**src/rtl/mdma_pkg.sv**
```systemverilog
package mdma_pkg;
  localparam int NUM_MODES = 5;
  localparam int TW = 8;

  typedef logic [TW-1:0] tcnt_t;

  typedef struct packed {
    tcnt_t act;
    tcnt_t rec;
  } mdma_tim_t;

  typedef enum logic [1:0] {ST_IDLE, ST_WAIT, ST_ACT, ST_REC} mdma_st_t;

  function automatic int fold_mode(int m);
    return (m >= NUM_MODES) ? 0 : m;
  endfunction

  function automatic int ns_cycle(int m);
    case (fold_mode(m))
      1: return 150; 2: return 120; 3: return 100; 4: return 80;
      default: return 480;
    endcase
  endfunction

  function automatic int ns_active(int m);
    case (fold_mode(m))
      1: return 80; 2: return 70; 3: return 65; 4: return 55;
      default: return 215;
    endcase
  endfunction

  function automatic int ns_recover(int m);
    case (fold_mode(m))
      2, 3: return 25; 4: return 20;
      default: return 50;
    endcase
  endfunction

  function automatic int ns_setup(int m);
    case (fold_mode(m))
      1: return 30; 2: return 20; 3: return 15; 4: return 10;
      default: return 100;
    endcase
  endfunction

  function automatic int ns_whold(int m);
    case (fold_mode(m))
      1: return 15; 2: return 10; 3, 4: return 5;
      default: return 20;
    endcase
  endfunction

  function automatic int ns_ackhold(int m);
    return (fold_mode(m) == 0) ? 20 : 5;
  endfunction

  function automatic int to_clk(int ns, int clk_ns);
    return (ns + clk_ns - 1) / clk_ns;
  endfunction

  function automatic int imax(int a, int b);
    return (a > b) ? a : b;
  endfunction

  function automatic int cycle_clk(int m, int clk_ns);
    return to_clk(ns_cycle(m), clk_ns);
  endfunction

  function automatic int ackhold_clk(int m, int clk_ns);
    return to_clk(ns_ackhold(m), clk_ns);
  endfunction

  // recovery absorbs whatever the total cycle still needs
  function automatic mdma_tim_t mode_timing(int m, int clk_ns);
    mdma_tim_t t;
    int a, r;
    a = imax(to_clk(ns_active(m), clk_ns), to_clk(ns_setup(m), clk_ns));
    r = imax(to_clk(ns_recover(m), clk_ns), cycle_clk(m, clk_ns) - a);
    r = imax(r, imax(to_clk(ns_whold(m), clk_ns), ackhold_clk(m, clk_ns)));
    t.act = tcnt_t'(a);
    t.rec = tcnt_t'(r);
    return t;
  endfunction
endpackage

```
**src/rtl/mdma_timing.sv**
```systemverilog
module mdma_timing
  import mdma_pkg::*;
#(
  parameter int CLK_NS = 10,
  parameter int MW     = 3
) (
  input  logic [MW-1:0] mode_i,
  output mdma_tim_t     tim_o
);
  localparam int ENTRIES = 1 << MW;

  mdma_tim_t tab [ENTRIES];

  for (genvar g = 0; g < ENTRIES; g++) begin : g_mode
    assign tab[g] = mode_timing(g, CLK_NS);
  end

  assign tim_o = tab[mode_i];
endmodule

```
**src/rtl/mdma_phase_timer.sv**
```systemverilog
module mdma_phase_timer #(
  parameter int W = 8
) (
  input  logic         clk_i,
  input  logic         rst_ni,
  input  logic         load_i,
  input  logic [W-1:0] val_i,
  output logic         zero_o
);
  localparam logic [W-1:0] ONE = W'(1);

  logic [W-1:0] cnt_q;

  always_ff @(posedge clk_i or negedge rst_ni) begin
    if (!rst_ni)             cnt_q <= '0;
    else if (load_i)         cnt_q <= val_i;
    else if (cnt_q != '0)    cnt_q <= cnt_q - ONE;
  end

  assign zero_o = (cnt_q == '0);
endmodule

```
**src/rtl/mdma_seq.sv**
```systemverilog
module mdma_seq
  import mdma_pkg::*;
#(
  parameter int CLK_NS = 10,
  parameter int MW     = 3,
  parameter int DW     = 16,
  parameter int CW     = 16
) (
  input  logic          clk_i,
  input  logic          rst_ni,
  input  logic          en_i,
  input  logic          wr_i,
  input  logic [MW-1:0] mode_i,
  input  logic [CW-1:0] cnt_i,
  input  logic          dmarq_i,
  output logic          dmack_no,
  output logic          iord_no,
  output logic          iowr_no,
  input  logic [DW-1:0] dd_i,
  output logic [DW-1:0] dd_o,
  output logic          dd_oe_o,
  input  logic [DW-1:0] wdata_i,
  input  logic          wvalid_i,
  output logic          wready_o,
  output logic [DW-1:0] rdata_o,
  output logic          rvalid_o
  ,output logic         busy_o
);
  localparam logic [CW-1:0] CONE = CW'(1);
  localparam tcnt_t TONE = tcnt_t'(1);

  mdma_st_t      st_q, st_d;
  logic [MW-1:0] mode_q;
  logic          wr_q;
  logic [CW-1:0] rem_q;
  logic          dmack_nq, iord_nq, iowr_nq, oe_q, rvalid_q;
  logic [DW-1:0] dd_q, rdata_q;
  mdma_tim_t     tim;
  logic          t_zero, t_load, go, start, launch;
  tcnt_t         t_val;

  mdma_timing #(.CLK_NS(CLK_NS), .MW(MW)) u_tim (
    .mode_i (mode_q),
    .tim_o  (tim)
  );

  mdma_phase_timer #(.W(TW)) u_tmr (
    .clk_i  (clk_i),
    .rst_ni (rst_ni),
    .load_i (t_load),
    .val_i  (t_val),
    .zero_o (t_zero)
  );

  assign start  = en_i && dmarq_i && (cnt_i != '0);
  assign launch = !wr_q || wvalid_i;

  always_comb begin
    st_d   = st_q;
    go     = 1'b0;
    t_load = 1'b0;
    t_val  = '0;
    unique case (st_q)
      ST_IDLE: if (start) st_d = ST_WAIT;
      ST_WAIT: begin
        if (!dmarq_i)    st_d = ST_IDLE;
        else if (launch) go = 1'b1;
      end
      ST_ACT: if (t_zero) begin
        st_d   = ST_REC;
        t_load = 1'b1;
        t_val  = tim.rec - TONE;
      end
      ST_REC: if (t_zero) begin
        if (rem_q == '0 || !dmarq_i) st_d = ST_IDLE;
        else if (launch)             go = 1'b1;
        else                         st_d = ST_WAIT;
      end
      default: st_d = ST_IDLE;
    endcase
    if (go) begin
      st_d   = ST_ACT;
      t_load = 1'b1;
      t_val  = tim.act - TONE;
    end
  end

  always_ff @(posedge clk_i or negedge rst_ni) begin
    if (!rst_ni) begin
      st_q     <= ST_IDLE;
      mode_q   <= '0;
      wr_q     <= 1'b0;
      rem_q    <= '0;
      dmack_nq <= 1'b1;
      iord_nq  <= 1'b1;
      iowr_nq  <= 1'b1;
      oe_q     <= 1'b0;
      dd_q     <= '0;
      rdata_q  <= '0;
      rvalid_q <= 1'b0;
    end else begin
      st_q     <= st_d;
      rvalid_q <= 1'b0;
      case (st_q)
        ST_IDLE: if (start) begin
          mode_q   <= mode_i;
          wr_q     <= wr_i;
          rem_q    <= cnt_i;
          dmack_nq <= 1'b0;
        end
        ST_ACT: if (t_zero) begin
          iord_nq <= 1'b1;
          iowr_nq <= 1'b1;
          rem_q   <= rem_q - CONE;
          if (!wr_q) begin
            rdata_q  <= dd_i;  // captured on the negating edge
            rvalid_q <= 1'b1;
          end
        end
        default: ;
      endcase
      if (go) begin
        iord_nq <= wr_q;
        iowr_nq <= !wr_q;
        if (wr_q) begin
          dd_q <= wdata_i;
          oe_q <= 1'b1;
        end
      end
      if (st_d == ST_IDLE && st_q != ST_IDLE) begin
        dmack_nq <= 1'b1;
        oe_q     <= 1'b0;
      end
    end
  end

  assign wready_o = wr_q && dmarq_i &&
                    (st_q == ST_WAIT || (st_q == ST_REC && t_zero && rem_q != '0));
  assign dmack_no = dmack_nq;
  assign iord_no  = iord_nq;
  assign iowr_no  = iowr_nq;
  assign dd_o     = dd_q;
  assign dd_oe_o  = oe_q;
  assign rdata_o  = rdata_q;
  assign rvalid_o = rvalid_q;
  assign busy_o   = (st_q != ST_IDLE);
endmodule

```
**config.mk**
```make
export PLATFORM = sky130hd
export DESIGN_NAME = mdma_seq
export DESIGN_NICKNAME = d
export VERILOG_FILES = /design/src/rtl/mdma_pkg.sv /design/src/rtl/mdma_timing.sv /design/src/rtl/mdma_phase_timer.sv /design/src/rtl/mdma_seq.sv
export SDC_FILE = /design/constraint.sdc
export NUM_CORES = 1
export LEC_CHECK = 0
export BUFFER_PORTS_ARGS = -buffer_cell sky130_fd_sc_hd__buf_2
export CORE_MARGIN = 5
export CORE_UTILIZATION = 57
export CTS_CLUSTER_DIAMETER = 150
export DETAILED_ROUTE_END_ITERATION = 8
export GPL_ROUTABILITY_DRIVEN = 0
export GPL_TIMING_DRIVEN = 0
export PLACE_DENSITY = 0.86
export SLEW_MARGIN = 20
export SYNTH_ARGS = -nofsm -noshare
export SYNTH_HDL_FRONTEND = slang
export SYNTH_SLANG_ARGS = --single-unit
```
**constraint.sdc**
```tcl
create_clock -name clk_i -period 5.9 [get_ports clk_i]
set_input_delay 0.295 -clock clk_i [delete_from_list [all_inputs] [get_ports clk_i]]
set_output_delay 0.295 -clock clk_i [all_outputs]
set_load 0.02 [all_outputs]
```
* After elaboration in Yosys (flattened, before gate mapping)
Memory sizes are Yosys's and may differ from the RTL's.
Cells that the tools add are included.
** Cells by class
- Add/subtract/negate cells :: 4
- $lt $le $gt $ge :: 1
- Eq/ne operators :: 5
- Mux-type cells :: 39
- Bitwise logic cells :: 2
- Reduce and logical (&&, ||, !) cells :: 35
** Operators with widths (count)
- 16-bit 2-to-1 mux :: 4
- 8-bit 2-to-1 mux :: 5
- 16-bit one-hot mux with 2 select lines :: 1
- 16-bit nonzero test :: 2
- 8-bit by 1-bit subtractor with 8-bit output (second input constant) :: 3
- 1-bit 2-to-1 mux :: 20
- 2-bit nonzero test :: 9
- 16-bit zero test :: 1
- 16-bit by 1-bit subtractor with 16-bit output (second input constant) :: 1
- 2-bit 2-to-1 mux :: 7
- 2-bit AND reduction :: 5
- 8-bit zero test :: 1
- 2-bit one-hot mux with 4 select lines :: 1
- 8-bit nonzero test :: 1
- 1-bit logical AND :: 7
- 3-bit AND reduction :: 2
- 2-bit == test (second input constant) :: 2
- 4-bit >= comparator (second input constant) :: 1
- 2-bit zero test :: 2
- 2-bit != test (second input constant) :: 2
- 3-bit NOT with 4-bit output :: 1
- 1-bit logical OR :: 3
- 2-bit by 1-bit == test with 1-bit output (second input constant) :: 1
- 1-bit zero test :: 2
- 2 further kinds :: 2
** Storage, ports and cells
- Input port bits :: 57
- Logic and storage cells :: 99
- Memories :: 1
- Register bits after elaboration :: 67
- Memory bits (read-only) :: 128
- Output and inout bits :: 39
** Memories
- (name not given) :: words 8, bits a word 16, read ports 1, clocked after Yosys merged registers in 0, wr ports 0, line mdma_timing.sv:18 : assign tim_o = tab[mode_i];

* Depth between registers and ports, before layout
- Depth after elaboration :: 11
- Gate-level depth with buffers :: 9
- Depth with buffers taken out :: 7

* By module
From an unflattened synthesis, not the netlist that was laid out.
** Unflattened totals
- Cell total of the unflattened synthesis :: 374
- Area, all modules :: 3793.6 µm²
** Modules (own cells, without submodules)
- mdma_seq :: area an instance 3136.8 µm², instances 1, seq. area each 1480.2 µm², cells each 296
- mdma_phase_timer :: area an instance 476.7 µm², instances 1, seq. area each 200.2 µm², cells each 54
- mdma_timing :: area an instance 180.2 µm², instances 1, seq. area each 0.0 µm², cells each 24

* Worst setup path before layout
Ideal clock, no wire load.
- Path type :: flip-flop to flip-flop
- Start :: register rem_q[0]
- End :: register rem_q[8]
- Path slack :: 3.903 ns
- Arrival :: 1.876 ns
- Buffers on the path :: 0
- Required time :: 5.779 ns
- Setup time :: 0.121 ns
- Clock period less this slack :: 1.997 ns
- Cell stages (with the launch flop) :: 8
- Cell sequence :: dfrtp_1 > inv_1 > ha_1 > or3b_2 > or2_2 > nor3_1 > a31oi_1 > o22a_1
** On the way
- Longest elaborated chain between the ends :: 3
** Ends and longest elaborated chain
- from (decl) :: line mdma_seq.sv:35 : logic [CW-1:0] rem_q;
- from (signal assigned) :: line mdma_seq.sv:108 : rem_q <= cnt_i;
- from (signal assigned) :: line mdma_seq.sv:114 : rem_q <= rem_q - CONE;
- 16-bit by 1-bit subtractor with 16-bit output :: line mdma_seq.sv:114
- 16-bit 2-to-1 mux :: line mdma_seq.sv:111 : ST_ACT: if (t_zero) begin
- 16-bit one-hot mux with 2 select lines :: line mdma_seq.sv:104 : case (st_q)
Every way passes these cells. The select of a mux whose other input is x is not followed.
A chain may end at the register's enable or synchronous reset.

* Worst setup path after layout
- Start :: register rem_q[0]
- End :: output wready_o
** On the way
- Longest elaborated chain between the ends :: 4
** Ends and longest elaborated chain
- 16-bit nonzero test :: line mdma_seq.sv:138 : (st_q == ST_WAIT || (st_q == ST_REC && t_zero && rem_q != '0));
- 1-bit logical AND :: line mdma_seq.sv:138
- 1-bit logical OR :: line mdma_seq.sv:138
- 1-bit logical AND :: line mdma_seq.sv:137 : assign wready_o = wr_q && dmarq_i &&
- to (decl) :: line mdma_seq.sv:24 : output logic wready_o,
Every way passes these cells.

==> summary.txt <==
Synthesis
  – Ys Warns: 0
  – Synth Area in XOR/XNOR: 0.01952
  – Post-synthesis sequential area ratio: 0.4681
  – Synth Cell Area: 3590 um^2
  – Most used DFF post-synth: dfrtp_1
  – Post-synthesis mux area share: 0.1230
  – Post-synth top area cell: dfrtp_1
  – Top post-synthesis cells by area: dfrtp_1 45%, mux2_2 9.1%, ha_1 3.8%
  – Post-synthesis simple-gate area fraction: 0.1753
  – Syn Inst Count: ~330
  – Adder-cell share of the synthesized area: 0.03834
  – Synthesized net count: ~400
  – Post-synth EDFFs: 0
  – Synth Area in Compound Gates: 0.1405
  – Number of distinct library cells after synthesis: 61
  – Post-synth ARST share: 1.000
  – Post-synthesis register bit count: 67
  – Post-synth top area share: 0.4461
  – Main combinational cell family by area after synthesis: simple AND/OR/NAND/NOR gates
  – Avg Inst Size Synth: about 11 um^2

Critical path
  – CP Cell Sequence: inv_1 -> ha_1 -> nor4b_2 -> and4_4 -> o21ai_2 -> and4_2 -> buf_2
  – FF-to-FF Start: rem_q[0]$_DFFE_PN0P_
  – Reg2reg setup slack: 3.55 ns
  – Startpoint types: flop
  – CP max stage cell: dfrtp_1
  – R2R depth: 7
  – Critical Path RT: around 5.6 ns
  – Crit end category: output port
  – Setup CP Type: flop to output port
  – Critical path origin: rem_q[0]$_DFFE_PN0P_
  – CP Max Fanout: 4
  – CP Data Arrival Time: roughly 2.2 ns
  – Reg2reg end: u_tmr.cnt_q[3]$_DFFE_PN0P_
  – Slowest stage delay, CP: about 0.4 ns

Floorplanning
  – I/O pins: 96
  – Die H: a little under 90 um
  – Num rows: 29
  – Core area: roughly 6200 um^2
  – Initial Util: 0.5752
  – Die Wd: approximately 90 um
  – Die area: 7985 um^2

Timing
  – Unrepaired setup endpoints after global routing: false
  – Period Utilization, post-route: 0.4170
  – Hold Vio Cnt, Final: 0
  – Setup Viol. Count Final: 0
  – Setup TNS: 0 ns
  – Worst slew pin tran: about 0.74 ns
  – FMAX: a little over 0.4 GHz
  – Rel. slew slack: 0.5053
  – Min Clock Period, post-route: 2.460 ns
  – Worst setup margin: between 3 and 4 ns
  – Worst Skew: ~0.019 ns
  – Max-slew violations: 0

Clock tree
  – Latest clock arrival within the worst-skew pair: 0.36 ns
  – Total CTS buffers: 9
  – Clock buffer depth: 2
  – Worst-path clk slew: around 0.1 ns
  – Clock sinks: 67
  – Setup bufs post-CTS: 0
  – Clk root buf: clkbuf_8
  – TritonCTS clock tree: done
  – H-tree depth: 3

Job
  – Max-cap violations: 0

Power
  – Leakage power figure: between 2 and 2.5 nW
  – PD cells: between 300 and 400 nW/um^2
  – Peak supply drop: between 0.2 and 0.25 mV

Cells and area
  – Fillers: 449
  – Design Area, Final: approximately 4400 um^2
  – ANT cells: 0
  – Final Non-Filler Cells: slightly above 500
  – Nets@finish: ~500
  – Area growth from synthesis to layout: 22.83%
  – Fraction of layout cells with a size suffix above 1: 0.4082

Placement
  – Placed cell count: approximately 500
  – Port-buffer cells: 95
  – Placed inst area: around 4200 um^2
  – Post-DP HPWL: 6805 um
  – Placement Setup Slack: about 3.6 ns

Global route
  – GRT Residual Overflow: 0
  – Vias in the first global route: around 3100
  – First-pass GRT wire length: 15320 um
  – Tot GR Track Use: 0.2546
  – Largest net degree at the start of global routing: 53
  – Initial antenna violation count: 0

Routing
  – DR vias: between 3000 and 4000
  – DRC Markers: 0
  – Vias/cell: about 5.9
  – First drt pass iteration count: 5
  – Routed Antenna Nets: 0
  – Mean routed wirelength per cell: ~18 um
  – Drt first-iter violations: approximately 170
  – WL final: around 9500 um

Hold path
  – Worst hold start: dd_i[1]
  – Hold Path Class: primary input to flop
  – Hold depth: 2
  – Hold endpoint: rdata_o[1]$_DFFE_PN0P_

Outcome
  – Status: completed
sequential cells by signal (all words and copies together) (netlist names), 2 cells and up:
register     cells
rem_q           16
u_tmr.cnt_q      8
st_q             2
mode_q           3
dd_o            16
rdata_o         16
layout make-up:
cell class	count	area [um^2]	area share
Multi-Input combinational cell	237	1783	0.4044
Inverter	12	45.04	0.01022
Timing Repair Buffer	97	515.5	0.1169
Sequential cell	67	1680	0.3811
Clock buffer	9	123.9	0.02809
Tap cell	77	96.34	0.02185
Clock inverter	7	83.83	0.01901
Buffer	12	81.33	0.01844
worst max-delay path, delay by kind of cell (launching register included):
| kind | cells | cell delay [ns] |
|---|---|---|
| fa+ha+maj | 1 | 0.22 |
| buf+inv | 2 | 0.27 |
| flops | 1 | 0.40 |
| simple gates | 3 | 0.83 |
| compound gates | 1 | 0.07 |
power breakdown:
part,internal (mW),leakage (nW),switching [mW]
clock network,0.203,0.103,0.209
registers,0.557,0.880,0.110
logic,0.214,1.20,0.267
total,0.975,2.19,0.587
Yosys cell counts (5+ instances only):
master,instances
a21oi_1,25
a31oi_1,5
clkbuf_1,7
dfrtp_1,64
ha_1,11
inv_1,12
mux2_2,29
mux2_4,7
nand2_1,23
nand2b_1,7
nand3_1,7
nor2_1,17
nor4_1,7
o21ai_0,15
o22ai_1,7
or2_2,5
xnor2_1,5
timing repair:
action / 4_1_cts / 5_1_grt
gates resized for setup: 0 / 0
hold buffers: 1 / 0
hold endpoints to repair: 15 / 0
cell usage in the layout (no fill, tap or decap), types with 4 or more instances in the layout:
| master | netlist | routed |
|---|---|---|
| mux2_2 | 29 | 29 |
| nor2b_1 | 4 | 4 |
| mux2_4 | 7 | 7 |
| inv_1 | 12 | 12 |
| clkbuf_8 | 0 | 9 |
| nand2b_1 | 7 | 7 |
| o22ai_1 | 7 | 7 |
| buf_2 | 1 | 95 |
| nand2_1 | 23 | 23 |
| or2_2 | 5 | 5 |
| dfrtp_1 | 64 | 64 |
| clkbuf_1 | 7 | 7 |
| nor2_1 | 17 | 17 |
| nand3_1 | 7 | 7 |
| o21a_1 | 4 | 4 |
| o21ai_0 | 15 | 15 |
| a31oi_1 | 5 | 5 |
| nor3_1 | 4 | 4 |
| ha_1 | 11 | 11 |
| a21o_1 | 4 | 4 |
| or3_1 | 4 | 4 |
| nor4_1 | 7 | 7 |
| a21oi_1 | 25 | 25 |
| xnor2_1 | 5 | 5 |
worst max path at each step:
stage               cells past startpoint                         end  slack (ns)
CTS                                     7                    wready_o        3.46
detailed placement                      7  u_tmr.cnt_q[3]$_DFFE_PN0P_        3.58
floorplan                               7        rem_q[8]$_DFFE_PN0P_        3.90
global route                            7                    wready_o        3.33
global placement                        7  u_tmr.cnt_q[3]$_DFFE_PN0P_        3.69
finish                                  7                    wready_o        3.44
cell families after synthesis:
logic type / Yosys count
simple gates: 102
compound gates: 79
flops: 67
mux: 37
buf+inv: 24
fa+ha+maj: 11
xor+xnor: 8
per-layer routing:
layer | share of wire | vias up | wire length [um] | track usage
met3 | 0.089 | 17 | 842 | 0.07097
met5 | 0 | - | 0 | 0
met2 | 0.50 | 145 | 4689 | 0.4253
met1 | 0.40 | 1480 | 3743 | 0.3101
li1 | - | 1423 | - | -
met4 | 0.020 | 0 | 186 | 0.1055
stage by stage:
stage	hold WS, ns	utilization	total power [mW]
2_1_floorplan	-0.0005911	-	0.9984
3_3_place_gp	0.4521	0.6668	1.117
3_5_place_dp	0.1850	0.6716	1.145
4_1_cts	0.1562	0.7065	1.560
5_1_grt	0.1554	0.7065	1.648
6_report	0.1659	0.7065	1.562
(Power assumes the default switching activity.)
